File: config.mk
export PLATFORM = sky130hd
export DESIGN_NAME = dbg_rd_seq
export DESIGN_NICKNAME = d
export VERILOG_FILES = /design/src/rtl/dbg_rd_pkg.sv /design/src/rtl/dbg_cmd_decode.sv /design/src/rtl/dbg_resp_fmt.sv /design/src/rtl/dbg_bus_master.sv /design/src/rtl/dbg_rd_seq.sv
export SDC_FILE = /design/constraint.sdc
export NUM_CORES = 1
export LEC_CHECK = 0
export ABC_AREA = 1
export BUFFER_PORTS_ARGS = -buffer_cell sky130_fd_sc_hd__buf_2
export CAP_MARGIN = 0
export CORE_MARGIN = 5
export CORE_UTILIZATION = 30
export CTS_CLUSTER_SIZE = 16
export DETAILED_ROUTE_END_ITERATION = 10
export PLACE_DENSITY_LB_ADDON = 0.05
export SLEW_MARGIN = 30
export SYNTH_ARGS = -nofsm -noshare
export SYNTH_HDL_FRONTEND = slang
export SYNTH_SLANG_ARGS = --single-unit
File: constraint.sdc
create_clock -name clk_i -period 1.3 [get_ports clk_i]
set_input_delay 0.13 -clock clk_i [delete_from_list [all_inputs] [get_ports clk_i]]
set_output_delay 0.13 -clock clk_i [all_outputs]
set_load 0.05 [all_outputs]
File: src/rtl/dbg_rd_pkg.sv
package dbg_rd_pkg;

    // Sequencer phase: what the next completed transfer carries
    typedef enum logic [2:0] {
        PH_CMD,   // opcode expected
        PH_AHI,   // upper address half expected
        PH_ALO,   // lower address half expected
        PH_BUS,   // internal read pending
        PH_RHI    // upper result half being returned
    } phase_e;

    // Kind of response presented for the next transfer
    typedef enum logic [1:0] {
        RK_NOTRDY,
        RK_ILLEGAL,
        RK_BUSERR,
        RK_DATA
    } rkind_e;

endpackage

File: src/rtl/dbg_cmd_decode.sv
module dbg_cmd_decode #(
    parameter int              WORD_W    = 16,
    parameter logic [WORD_W-1:0] RD_OPCODE = 16'hC3A5
) (
    input  logic [WORD_W-1:0] word_i,
    output logic              is_read_o
);

    // full-width compare; any other word is illegal
    always_comb begin
        is_read_o = (word_i == RD_OPCODE);
    end

endmodule

File: src/rtl/dbg_resp_fmt.sv
module dbg_resp_fmt
    import dbg_rd_pkg::*;
#(
    parameter int WORD_W = 16,
    localparam int RESP_W = WORD_W + 1
) (
    input  rkind_e             kind_i,
    input  logic [WORD_W-1:0]  data_i,
    output logic [RESP_W-1:0]  resp_o
);

    localparam logic [WORD_W-1:0] ALL_ONES = {WORD_W{1'b1}};
    localparam logic [WORD_W-1:0] ONE_LSB  = {{(WORD_W-1){1'b0}}, 1'b1};

    always_comb begin
        unique case (kind_i)
            RK_DATA:    resp_o = {1'b0, data_i};
            RK_ILLEGAL: resp_o = {1'b1, ALL_ONES};
            RK_BUSERR:  resp_o = {1'b1, ONE_LSB};
            default:    resp_o = {1'b1, {WORD_W{1'b0}}};
        endcase
    end

endmodule

File: src/rtl/dbg_bus_master.sv
module dbg_bus_master #(
    parameter int ADDR_W = 32
) (
    input  logic              clk_i,
    input  logic              rst_ni,
    input  logic              start_i,
    input  logic [ADDR_W-1:0] addr_i,
    input  logic              bus_ack_i,
    input  logic              bus_err_i,
    output logic              bus_req_o,
    output logic [ADDR_W-1:0] bus_addr_o,
    output logic              done_o,
    output logic              fail_o
);

    typedef struct packed {
        logic              busy;
        logic [ADDR_W-1:0] addr;
    } bm_state_t;

    bm_state_t st_q, st_d;

    always_comb begin
        st_d = st_q;
        if (!st_q.busy) begin
            if (start_i) begin
                st_d.busy = 1'b1;
                st_d.addr = addr_i;
            end
        end else if (bus_ack_i || bus_err_i) begin
            st_d.busy = 1'b0;
        end
    end

    always_ff @(posedge clk_i or negedge rst_ni) begin
        if (!rst_ni) begin
            st_q <= '0;
        end else begin
            st_q <= st_d;
        end
    end

    assign bus_req_o  = st_q.busy;
    assign bus_addr_o = st_q.addr;
    // acknowledge takes precedence over error
    assign done_o     = st_q.busy && bus_ack_i;
    assign fail_o     = st_q.busy && bus_err_i && !bus_ack_i;


    hold_req_chk: assert property (@(posedge clk_i) disable iff (!rst_ni)
        bus_req_o && !bus_ack_i && !bus_err_i |=> bus_req_o && $stable(bus_addr_o));


    drop_req_chk: assert property (@(posedge clk_i) disable iff (!rst_ni)
        bus_req_o && (bus_ack_i || bus_err_i) |=> !bus_req_o);

endmodule

File: src/rtl/dbg_rd_seq.sv
module dbg_rd_seq
    import dbg_rd_pkg::*;
#(
    parameter int                WORD_W    = 16,
    parameter logic [WORD_W-1:0] RD_OPCODE = 16'hC3A5,
    localparam int               RESP_W    = WORD_W + 1,
    localparam int               ADDR_W    = 2 * WORD_W
) (
    input  logic              clk_i,
    input  logic              rst_ni,
    input  logic              xfer_done_i,
    input  logic [WORD_W-1:0] rx_word_i,
    output logic [RESP_W-1:0] tx_word_o,
    output logic              bus_req_o,
    output logic [ADDR_W-1:0] bus_addr_o,
    input  logic              bus_ack_i,
    input  logic              bus_err_i,
    input  logic [ADDR_W-1:0] bus_rdata_i
);

    localparam logic [RESP_W-1:0] RESP_NR  = {1'b1, {WORD_W{1'b0}}};
    localparam logic [RESP_W-1:0] RESP_ILL = {1'b1, {WORD_W{1'b1}}};
    localparam logic [RESP_W-1:0] RESP_ERR = {1'b1, {(WORD_W-1){1'b0}}, 1'b1};

    typedef struct packed {
        phase_e            phase;
        rkind_e            kind;
        logic [WORD_W-1:0] data;
        logic [WORD_W-1:0] addr_hi;
        logic [WORD_W-1:0] res_lo;
    } seq_state_t;

    seq_state_t st_q, st_d;
    logic       start_d;
    logic       is_read;
    logic       bm_done;
    logic       bm_fail;

    dbg_cmd_decode #(
        .WORD_W    (WORD_W),
        .RD_OPCODE (RD_OPCODE)
    ) i_decode (
        .word_i    (rx_word_i),
        .is_read_o (is_read)
    );

    dbg_bus_master #(
        .ADDR_W (ADDR_W)
    ) i_bus_master (
        .clk_i      (clk_i),
        .rst_ni     (rst_ni),
        .start_i    (start_d),
        .addr_i     ({st_q.addr_hi, rx_word_i}),
        .bus_ack_i  (bus_ack_i),
        .bus_err_i  (bus_err_i),
        .bus_req_o  (bus_req_o),
        .bus_addr_o (bus_addr_o),
        .done_o     (bm_done),
        .fail_o     (bm_fail)
    );

    dbg_resp_fmt #(
        .WORD_W (WORD_W)
    ) i_fmt (
        .kind_i (st_q.kind),
        .data_i (st_q.data),
        .resp_o (tx_word_o)
    );

    always_comb begin
        st_d    = st_q;
        start_d = 1'b0;
        unique case (st_q.phase)
            PH_CMD: begin
                if (xfer_done_i) begin
                    if (is_read) begin
                        st_d.kind  = RK_NOTRDY;
                        st_d.phase = PH_AHI;
                    end else begin
                        st_d.kind  = RK_ILLEGAL;
                    end
                end
            end
            PH_AHI: begin
                if (xfer_done_i) begin
                    st_d.addr_hi = rx_word_i;
                    st_d.kind    = RK_NOTRDY;
                    st_d.phase   = PH_ALO;
                end
            end
            PH_ALO: begin
                if (xfer_done_i) begin
                    start_d    = 1'b1;
                    st_d.kind  = RK_NOTRDY;
                    st_d.phase = PH_BUS;
                end
            end
            PH_BUS: begin
                // transfers here keep the not-ready answer; their word is dropped
                if (bm_done) begin
                    st_d.kind   = RK_DATA;
                    st_d.data   = bus_rdata_i[ADDR_W-1:WORD_W];
                    st_d.res_lo = bus_rdata_i[WORD_W-1:0];
                    st_d.phase  = PH_RHI;
                end else if (bm_fail) begin
                    st_d.kind  = RK_BUSERR;
                    st_d.phase = PH_CMD;
                end
            end
            PH_RHI: begin
                if (xfer_done_i) begin
                    st_d.kind  = RK_DATA;
                    st_d.data  = st_q.res_lo;
                    st_d.phase = PH_CMD;
                end
            end
            default: begin
                st_d.phase = PH_CMD;
                st_d.kind  = RK_NOTRDY;
            end
        endcase
    end

    always_ff @(posedge clk_i or negedge rst_ni) begin
        if (!rst_ni) begin
            st_q.phase   <= PH_CMD;
            st_q.kind    <= RK_NOTRDY;
            st_q.data    <= '0;
            st_q.addr_hi <= '0;
            st_q.res_lo  <= '0;
        end else begin
            st_q <= st_d;
        end
    end


    launch_chk: assert property (@(posedge clk_i) disable iff (!rst_ni)
        $rose(bus_req_o) |-> $past(xfer_done_i) && $past(st_q.phase == PH_ALO));


    busy_notrdy_chk: assert property (@(posedge clk_i) disable iff (!rst_ni)
        bus_req_o |-> tx_word_o == RESP_NR);


    result_hi_chk: assert property (@(posedge clk_i) disable iff (!rst_ni)
        bus_req_o && bus_ack_i |=> tx_word_o == {1'b0, $past(bus_rdata_i[ADDR_W-1:WORD_W])});


    berr_status_chk: assert property (@(posedge clk_i) disable iff (!rst_ni)
        bus_req_o && bus_err_i && !bus_ack_i |=> tx_word_o == RESP_ERR);


    illegal_chk: assert property (@(posedge clk_i) disable iff (!rst_ni)
        xfer_done_i && st_q.phase == PH_CMD && rx_word_i != RD_OPCODE
        |=> tx_word_o == RESP_ILL && st_q.phase == PH_CMD);

endmodule

# [Yosys cells after proc, flatten, opt, wreduce, memory -nomap -nowiden]
# Index checks and enable logic that the tools add are counted.
[word_totals] input_bits=53 ff_bits=86 elab_cells=53
[op_classes] mux=17 bitwise=1 eq_ne=15 reduce_logical=13
[ops] operator="case mux 17 bit (3 select lines)" n=1
[ops] operator="2-to-1 mux 33 bit" n=1
[ops] operator="case mux 16 bit (2 select lines)" n=1
[ops] operator="2-to-1 mux 5 bit" n=5
[ops] operator="case mux 5 bit (5 select lines)" n=1
[ops] operator="2-to-1 mux 21 bit" n=1
[ops] operator="== test 16 bit, second input constant" n=1
[ops] operator="2-to-1 mux 16 bit" n=1
[ops] operator="!= test 2 bit, second input constant" n=5
[ops] operator="== test 3 x 2 -> 1 bit, second input constant" n=2
[ops] operator="AND reduction 2 bit" n=3
[ops] operator="AND reduction 6 bit" n=1
[ops] operator="2-to-1 mux 1 bit" n=5
[ops] operator="AND reduction 5 bit" n=1
[ops] operator="== test 2 bit, second input constant" n=2
[ops] operator="== test 3 x 1 -> 1 bit, second input constant" n=1
[ops] operator="== test 3 bit, second input constant" n=1
[ops] operator="logical AND 1 bit" n=3
[ops] operator="zero test 3 bit" n=1
[ops] operator="2-to-1 mux 3 bit" n=1
[ops] operator="!= test 3 bit, second input constant" n=1
[ops] operator="AND reduction 3 bit" n=1
[ops] operator="== test 2 x 1 -> 1 bit, second input constant" n=1
[ops] operator="!= test 2 x 1 -> 1 bit, second input constant" n=1
[ops] operator="other kinds (4)" n=4

# [Longest topological paths before layout]
# Gate-level depths: netlist of the first run.
[depth] ltp_word=5 depth_mapped=9 depth_no_buf=9

# [Hierarchy]
# From an unflattened synthesis of the first run, not the netlist that was laid out.
[hier_totals] hier_cells=502 area_unflattened_um2=4017.6
[modules_own_cells] module="dbg_rd_seq" cells_per_inst=287 instances=1 seq_area_each_um2=1326.3 area_per_inst_um2=2327.2
[modules_own_cells] module="dbg_bus_master" cells_per_inst=148 instances=1 seq_area_each_um2=825.8 area_per_inst_um2=1358.8
[modules_own_cells] module="dbg_resp_fmt" cells_per_inst=44 instances=1 seq_area_each_um2=0.0 area_per_inst_um2=245.2
[modules_own_cells] module="dbg_cmd_decode" cells_per_inst=23 instances=1 seq_area_each_um2=0.0 area_per_inst_um2=86.3

# [Worst setup path before layout of the first run]
# Ideal clock, no wire load.
[synth_timing] path_type="flip-flop to output port" from="reg st_q[48] in the netlist's numbering" to="out tx_word_o[10]" t_arrival_ps=1919 n_path_buf=1 setup_slack_ps=-749 path_stages_with_launch=5 cell_sequence="dfrtp_1 -> ha_1 -> nand2_1 -> clkbuf_1 -> o21ai_0"
[synth_between] elab_chain_len=2 elab_cells_between_ends=4 cone_classes="3 x eq/ne; 1 x mux"
[synth_rtl] item="from (decl)" line="dbg_rd_seq.sv:33" source="seq_state_t st_q, st_d;"
[synth_rtl] item="from (signal assigned)" line="dbg_rd_seq.sv:132" source="st_q <= st_d;"
[synth_rtl] item="== test 2 bit / == test 2 x 1 -> 1 bit (equally long branches)" line="dbg_resp_fmt.sv:16" source="unique case (kind_i)"
[synth_rtl] item="case mux 17 bit (3 select lines) (*)" line="dbg_resp_fmt.sv:16"
[synth_rtl] item="to (decl)" line="dbg_rd_seq.sv:13" source="output logic [RESP_W-1:0] tx_word_o,"
# Mark *: on every way between the ends. The rest lies on a longest branch, timed or not.

# [Final worst setup path of the first run]
[layout_timing] from="reg st_q[49] in the netlist's numbering" to="out tx_word_o[12]"
# Same word-level chain as after synthesis.

==> flow_metrics.tcl, run 1 <==
set metrics [dict create \
    status "finished, violations left" \
    violations "negative setup slack" \
    synth_cells 455 \
    drive_above_1_share 0.493 \
    ff2ff_setup_slack_ns -0.18 \
    clock_path_buffers 2 \
    vdd_drop_max_mv 1.35 \
    clk_latency_ns 0.34 \
    setup_viol 69 \
    coreArea_sq_um 12100 \
    required_ns 1.17 \
    cts_tree "done" \
    htreeDepth 3 \
    cp_max_fo 8 \
    num-nets-final 666 \
    fmax_mhz 627 \
    n_antenna_cell 0 \
    rsz0062_at_grt "yes" \
    io_buffers 102 \
    cts_buffers 9 \
    critPathArrivalTime_ns 1.46 \
    nFillCells 1138 \
    hold_violations 0 \
    dp_hpwl_um 6920 \
    synth-seq-cells 86 \
    io_pins 103 \
    worst_slack_ns -0.295 \
    die_area_sq_um 14800 \
    post_drt_wl_per_cell_um 15.2 \
    drtIter0Drc 111 \
    slew_headroom 0.745 \
    hold_class "input port to register" \
    syn_to_final_growth_pct 70.5 \
    ant_nets 0 \
    mostFrequentLayoutCells "85 x buf_2, 82 x dfrtp_1, 77 x nand2_1" \
    wl_um 11900 \
    gp_congestion 0.763 \
    die_x_um 122 \
    clock-skew-final_ns 0.00416 \
    synth_area_per_cell_sq_um 8.24 \
    gr-usage-all-layers 0.156 \
    ys_warn_count 0 \
    powerDensity_nw_per_um2 2360 \
    cp-end-kind "output pin" \
    power.leakage_nw 3.32 \
    maxSlewViolCount 0 \
    synth_edf_count 0 \
    antenna_found_initial 0 \
    cts.clk_slew.worst_paths_ns 0.06 \
    num_vias 3536 \
    syn_nets 510 \
    final-seq-area_sq_um 2160 \
    grt_pass1_vias 3553 \
    async_flop_share 1.00 \
    rows 40 \
    ys.flop_type "dfrtp_1" \
    drcViolationCount 0 \
    power_mw 15.0 \
    clockRootBuffer "clkbuf_16" \
    grt-ovfl-total 0 \
    drv_cap 0 \
    multi_input_area_sq_um 1870 \
    layout_commonest_cell "buf_2" \
    first_pass_iters 4 \
    grt_pass1_wl_um 18000 \
    crit_type "register to output pin" \
    vias_per_cell 4.52 \
    die_h_um 122 \
    cts.sinks 86 \
    reg2regPathDepth 8 \
    startpoint_type "register" \
    min_path_cells 3 \
    whs_ns 0.0104 \
    initial_utilization 0.309 \
    synthDistinctLibCells 20 \
    grt_max_degree 37 \
    seq_area_frac_synth 0.574 \
    netlist_area_sq_um 3750 \
    tightest_slew_ns 0.382 \
    period_share 1.23 \
    period_needed_ns 1.59 \
]
[stage by stage]
stage / instance area [sq um] / setup slack [ns] / TNS [ns] / cells / util
after floorplan: 3930 / -0.203 / -2.22 / 455 / -
after global placement: 4790 / -0.0415 / -0.518 / 727 / 0.396
after detailed placement: 4790 / -0.0853 / -1.52 / 727 / 0.396
after CTS: 5950 / -0.317 / -12.29 / 774 / 0.492
after global routing: 6390 / -0.347 / -15.73 / 783 / 0.527
final: 6390 / -0.295 / -11.73 / 783 / 0.527
[logic make-up (layout without fill, tap and decap cells)]
kind of cell,Yosys count,after routing,synth area share
AO/OA/AOI/OAI,108,108,0.147
flip-flops,86,86,0.574
AND/OR/NAND/NOR,165,165,0.174
buffers and inverters,94,254,0.0988
adder cells (fa/ha/maj),2,2,0.00668
[worst max-delay path: stages, from the launching register on]
cell	delay, ns
dfrtp_1	0.42
ha_4	0.17
nand2_4	0.07
buf_12	0.15
o21ai_4	0.13
buf_6	0.18
[registers in the layout, summed over array words and instances, names as in the netlist]
signal                   cells
i_bus_master.bus_req_o       1
i_bus_master.bus_addr_o     32
st_q                        53
[repair_timing]
action | CTS | global route
pin swaps | 12 | 12
hold buffers | 6 | 0
gates cloned | 11 | 6
hold endpoints to repair | 28 | 0
buffers inserted | 15 | 9
resized for setup | 159 | 107
endpoints found under the setup margin | 67 | 101
[synth_stat cells (8+ instances only)]
master	count	area [sq um]
clkbuf_1	10	37.5
nand3_1	9	45.0
o21ai_0	103	515
nor2_1	12	45.0
buf_2	8	40.0
nand2_1	137	514
inv_1	73	274
dfrtp_1	86	2150
[worst paths after layout]
| check | from | endpoint |
|---|---|---|
| max | st_q[49] | tx_word_o[12] |
| min reg2reg | st_q[12] | st_q[12] |
| max reg2reg | st_q[50] | i_bus_master.bus_addr_o[6] |
| min | bus_rdata_i[11] | st_q[11] |
| max in group asynchronous | rst_ni | st_q[5] |
| min in group asynchronous | rst_ni | i_bus_master.bus_addr_o[3] |
[where the power goes]
part	switching [mW]	total, mW	internal (mW)
Sequential	0.633	4.25	3.62
Combinational	5.16	8.26	3.10
Clock	1.02	2.54	1.52
Total	6.81	15.0	8.24
[routing by layer]
layer / vias to the layer above / GRT usage / share of wire / routed length [um]
met5: - / 0 / 0 / 0
met4: 0 / 0.0546 / 0.016 / 192
met3: 13 / 0.0325 / 0.049 / 582
met2: 82 / 0.266 / 0.51 / 6080
met1: 1704 / 0.197 / 0.42 / 5030
li1: 1737 / - / - / -
[area by class of cell]
cell class / instances / share of cell area
clock buffer: 11 / 0.0380
clock inverter: 4 / 0.00744
inverter: 73 / 0.0433
multi-input combinational: 275 / 0.293
sequential: 86 / 0.338
tap: 168 / 0.0329
timing repair buffer: 166 / 0.247
Note: power is estimated with default switching activity, not from simulation.
==> inputs of run 2 (changes only) <==
==> constraint.sdc (replaced) <==
create_clock -name clk_i -period 1.4 [get_ports clk_i]
set_input_delay 0.14 -clock clk_i [delete_from_list [all_inputs] [get_ports clk_i]]
set_output_delay 0.14 -clock clk_i [all_outputs]
set_load 0.05 [all_outputs]
==> flow_metrics.tcl, run 2 (same netlist as run 1, synthesis figures left out) <==
set metrics [dict create \
    htreeDepth 3 \
    reg2regPathDepth 7 \
    gp_congestion 0.749 \
    antenna_found_initial 0 \
    cp_max_fo 7 \
    violations "negative setup slack" \
    pre_cts_slack_ns 0.000972 \
    placed_cell_area_sq_um 4690 \
    rows 40 \
    final_area_sq_um 5620 \
    num_vias 3304 \
    powerDensity_nw_per_um2 2310 \
    drtIter0Drc 116 \
    hold_violations 0 \
    tightest_slew_ns 0.303 \
    fmax_mhz 634 \
    largest_register_ffs 53 \
    nFillCells 1254 \
    first_pass_iters 4 \
    cts_tree "done" \
    cts.sinks 86 \
    dp_hpwl_um 6900 \
    rsz0062_at_grt "yes" \
    layout_commonest_cell "nand2_1" \
    final_util 0.464 \
    io_buffers 102 \
    grt_use_met3 0.0246 \
    mostFrequentLayoutCells "113 x nand2_1, 84 x buf_2, 82 x dfrtp_1" \
    period_share 1.13 \
    cts.clk_slew.worst_paths_ns 0.06 \
    clock-skew-final_ns 0.00769 \
    coreArea_sq_um 12100 \
    drv_cap 0 \
    required_ns 1.26 \
    die_area_sq_um 14800 \
    post_drt_wl_per_cell_um 14.1 \
    critPathArrivalTime_ns 1.44 \
    clock_path_buffers 2 \
    slew_headroom 0.797 \
    die_x_um 122 \
    grt_max_degree 66 \
    vdd_drop_max_mv 0.992 \
    status "finished, violations left" \
    drcViolationCount 0 \
    period_needed_ns 1.58 \
    setup_viol 34 \
    crit_type "register to output pin" \
    cp-end-kind "output pin" \
    grtUsageMet1 0.185 \
    use_met2 0.215 \
    clockRootBuffer "clkbuf_16" \
    min_path_cells 3 \
    initial_utilization 0.309 \
    cts_buffers 9 \
    die_h_um 122 \
    tns_ns -3.93 \
    ant_nets 0 \
    n_antenna_cell 0 \
    top_register "st_q" \
    syn_to_final_growth_pct 49.8 \
    num-nets-final 636 \
    worst_slack_ns -0.178 \
    gr-usage-all-layers 0.136 \
    startpoint_type "register" \
    hold_class "input port to register" \
    globalRoute.busiestLayer "met2" \
    grt-ovfl-total 0 \
    maxSlewViolCount 0 \
    clk_latency_ns 0.33 \
    drive_above_1_share 0.365 \
    grt_pass1_vias 3317 \
    io_pins 103 \
    wl_um 10700 \
    vias_per_cell 4.38 \
    power.leakage_nw 2.96 \
    grt_pass1_wl_um 16000 \
]
-- run 2: cell types whose count changed in the layout (fill, tap and decap cells not counted), moves of 10 or more --
| cell | previous run | this run |
|---|---|---|
| nand2_1 | 77 | 113 |
| nand2_2 | 35 | 21 |
| nand2_4 | 26 | 4 |
| o21ai_0 | 20 | 51 |
| o21ai_1 | 41 | 31 |
| o21ai_2 | 29 | 15 |
-- run 2: stage by stage --
step / power [mW] / hold WS [ns] / std cells
after floorplan: 7.76 / -0.156 / 455
after global placement: 9.15 / -0.0350 / 721
after detailed placement: 9.21 / -0.0377 / 721
after CTS: 12.6 / 0.00198 / 743
after global routing: 13.8 / 0.0153 / 754
final: 13.0 / 0.0126 / 754
-- run 2: power breakdown --
part	internal, mW	switching, mW
clock network	1.66	0.986
logic	2.18	4.31
registers	3.36	0.481
-- run 2: cell type report --
cell class,instances,area (sq um),share of cell area
flip-flops and latches,86,2160,0.384
repair buffers,136,1130,0.201
well taps,168,210,0.0374
multi-input cells,275,1510,0.269
clock inverters,5,81.3,0.0145
inverters,73,277,0.0492
clock buffers,11,253,0.0450
-- run 2: worst max-delay path, stage by stage (launching register included) --
cell	delay, ns
dfrtp_1	0.42
ha_4	0.17
nand2_4	0.07
buf_16	0.16
o21ai_4	0.12
buf_6	0.17
-- run 2: path summary, 6_finish.rpt --
kind | startpoint | endpoint | slack (ns)
worst min register to register | st_q[15] | st_q[15] | 0.48
max in group asynchronous | rst_ni | st_q[52] | 0.76
worst max register to register | st_q[51] | st_q[40] | -0.10
worst max-delay path | st_q[49] | tx_word_o[10] | -0.18
min in group asynchronous | rst_ni | st_q[49] | 0.17
worst min-delay path | bus_rdata_i[15] | st_q[15] | 0.01
-- run 2: timing repair --
item,in CTS,in global routing
buffers inserted,3,4
pin swaps,4,6
gates cloned,1,7
hold buffers,2,0
hold endpoints to repair,87,0
endpoints found under the setup margin,21,79
resized for setup,58,84
-- run 2: routing by layer --
layer	vias up	part of all wire	wire, um
li1	1662	-	-
met3	10	0.037	390
met1	1554	0.48	5070
met2	78	0.47	5060
met5	-	0	0
met4	0	0.013	140
==> inputs of run 3 (changes only) <==
--- a/config.mk
+++ b/config.mk
@@ -13,6 +13,7 @@
 export CTS_CLUSTER_SIZE = 16
 export DETAILED_ROUTE_END_ITERATION = 10
 export PLACE_DENSITY_LB_ADDON = 0.05
+export SKIP_CTS_REPAIR_TIMING = 1
 export SLEW_MARGIN = 30
 export SYNTH_ARGS = -nofsm -noshare
 export SYNTH_HDL_FRONTEND = slang
==> flow_metrics.tcl, run 3 (same netlist as run 1, synthesis figures left out) <==
set metrics [dict create \
    status "finished, violations left" \
    violations "negative hold slack, negative setup slack" \
    required_ns 1.26 \
    power.leakage_nw 2.93 \
    tns_ns -4.74 \
    rsz0062_at_grt "yes" \
    worstHoldStart "bus_err_i" \
    coreArea_sq_um 12100 \
    layout_commonest_cell "nand2_1" \
    powerDensity_nw_per_um2 2300 \
    grt_max_degree 66 \
    gr-usage-all-layers 0.133 \
    period_share 1.16 \
    drive_above_1_share 0.349 \
    drv_cap 0 \
    initial_utilization 0.309 \
    die_area_sq_um 14800 \
    dp_hpwl_um 6900 \
    clockPowerShare 0.207 \
    critPathArrivalTime_ns 1.49 \
    cts.sinks 86 \
    io_buffers 102 \
    hold_violations 1 \
    worst_slack_ns -0.227 \
    vias_per_cell 4.37 \
    critPathTopFamily "buffers and inverters" \
    swShare 0.447 \
    gp_congestion 0.749 \
    cp_slowest_stage_delay_ns 0.36 \
    final_util 0.457 \
    top_register "st_q" \
    worstReg2RegStart "st_q[51]" \
    num_vias 3293 \
    clockRootBuffer "clkbuf_16" \
    cp-end-kind "output pin" \
    crit_top_cell "buf_6" \
    clock-skew-final_ns 0.00665 \
    crit_type "register to output pin" \
    switchingPower_mw 5.69 \
    fmax_mhz 614 \
    io_pins 103 \
    rows 40 \
    cts_tree "done" \
    cts_buffers 9 \
    drcViolationCount 0 \
    vdd_drop_max_mv 0.989 \
    htreeDepth 3 \
    post_drt_wl_per_cell_um 13.8 \
    startpoint "st_q[49]" \
    cp_slowest_cell "dfrtp_1" \
    grt_pass1_vias 3253 \
    startpoint_type "register" \
    setup_viol 33 \
    final-seq-area_sq_um 2160 \
    syn_to_final_growth_pct 47.7 \
    clk_latency_ns 0.33 \
    die_h_um 122 \
    grt_pass1_wl_um 15700 \
    multi_input_area_sq_um 1500 \
    num-nets-final 635 \
    largest_register_ffs 53 \
    cts.clk_slew.worst_paths_ns 0.06 \
    crit_chain "buf_6 -> ha_4 -> nand2_4 -> buf_12 -> o21ai_1 -> buf_6" \
    clock_path_buffers 2 \
    drtIter0Drc 105 \
    ant_nets 0 \
    first_pass_iters 4 \
    period_needed_ns 1.63 \
    wl_um 10400 \
    antenna_found_initial 0 \
    tightest_slew_ns 0.303 \
    slew_headroom 0.797 \
    maxSlewViolCount 0 \
    n_antenna_cell 0 \
    cp_max_fo 8 \
    grt-ovfl-total 0 \
    die_x_um 122 \
    mostFrequentLayoutCells "118 x nand2_1, 84 x buf_2, 82 x dfrtp_1" \
    internal_power_mw 7.05 \
    nFillCells 1259 \
    hold_class "input port to register" \
    whs_ns -0.00569 \
    worst-path-buf-inv 3 \
    comb_power_share 0.494 \
    p_seq_frac 0.299 \
]
run 3: cell types whose count changed in the layout (fill, tap and decap cells not counted), moves of 3 or more:
| cell | delta |
|---|---|
| buf_4 | +7 |
| buf_6 | -5 |
| nand2_1 | +5 |
| nand2_2 | -5 |
| o21ai_2 | -5 |
| o21ai_0 | +4 |
| o21ai_4 | +3 |
run 3: worst paths after layout:
path,end,slack [ns],depth (start not counted)
setup / recovery,tx_word_o[15],-0.23,6
hold / removal,i_bus_master.bus_req_o,-0.006,2
setup reg to reg,st_q[40],-0.10,7
hold reg to reg,st_q[13],0.48,2
max in group asynchronous,st_q[52],0.76,3
min in group asynchronous,st_q[49],0.16,2
run 3: per-stage QoR:
| stage | setup WS (ns) | hold WS [ns] | std cells | instance area, sq um | total power, mW |
|---|---|---|---|---|---|
| finish | -0.227 | -0.00569 | 753 | 5540 | 12.7 |
| global route | -0.294 | 0.000257 | 753 | 5540 | 13.5 |
| CTS | -0.364 | -0.395 | 737 | 5030 | 11.9 |
| detailed placement | 0.000972 | -0.0377 | 721 | 4690 | 9.21 |
| global placement | 0.0438 | -0.0350 | 721 | 4690 | 9.15 |
| floorplan | -0.134 | -0.156 | 455 | 3840 | 7.76 |
run 3: final cells by class:
type	count	share of cell area
multi-input cells	275	0.271
repair buffers	135	0.191
clock buffers	11	0.0456
inverters	73	0.0495
well taps	168	0.0380
flip-flops and latches	86	0.390
clock inverters	5	0.0147
run 3: worst reg2reg max path: cells and delay by family, from the launching register on:
| kind | cells | cell delay [ns] |
|---|---|---|
| flip-flops | 1 | 0.43 |
| AO/OA/AOI/OAI | 2 | 0.38 |
| AND/OR/NAND/NOR | 4 | 0.37 |
| buffers and inverters | 1 | 0.23 |
run 3: power groups by stage:
stage / sequential, mW / combinational, mW / clock (mW)
6_report: 3.81 / 6.29 / 2.64
4_1_cts: 3.81 / 5.38 / 2.72
3_3_place_gp: 3.83 / 5.32 / 0
3_5_place_dp: 3.84 / 5.37 / 0
5_1_grt: 3.93 / 6.78 / 2.83
2_1_floorplan: 5.05 / 2.71 / 0
run 3: metal layers:
metal  vias to the layer above  track usage  share of wire
met2                        81        0.208           0.47
met4                         0       0.0546          0.015
met1                      1538        0.182           0.48
li1                       1663            -              -
met5                         -            0              0
met3                        11       0.0274          0.040
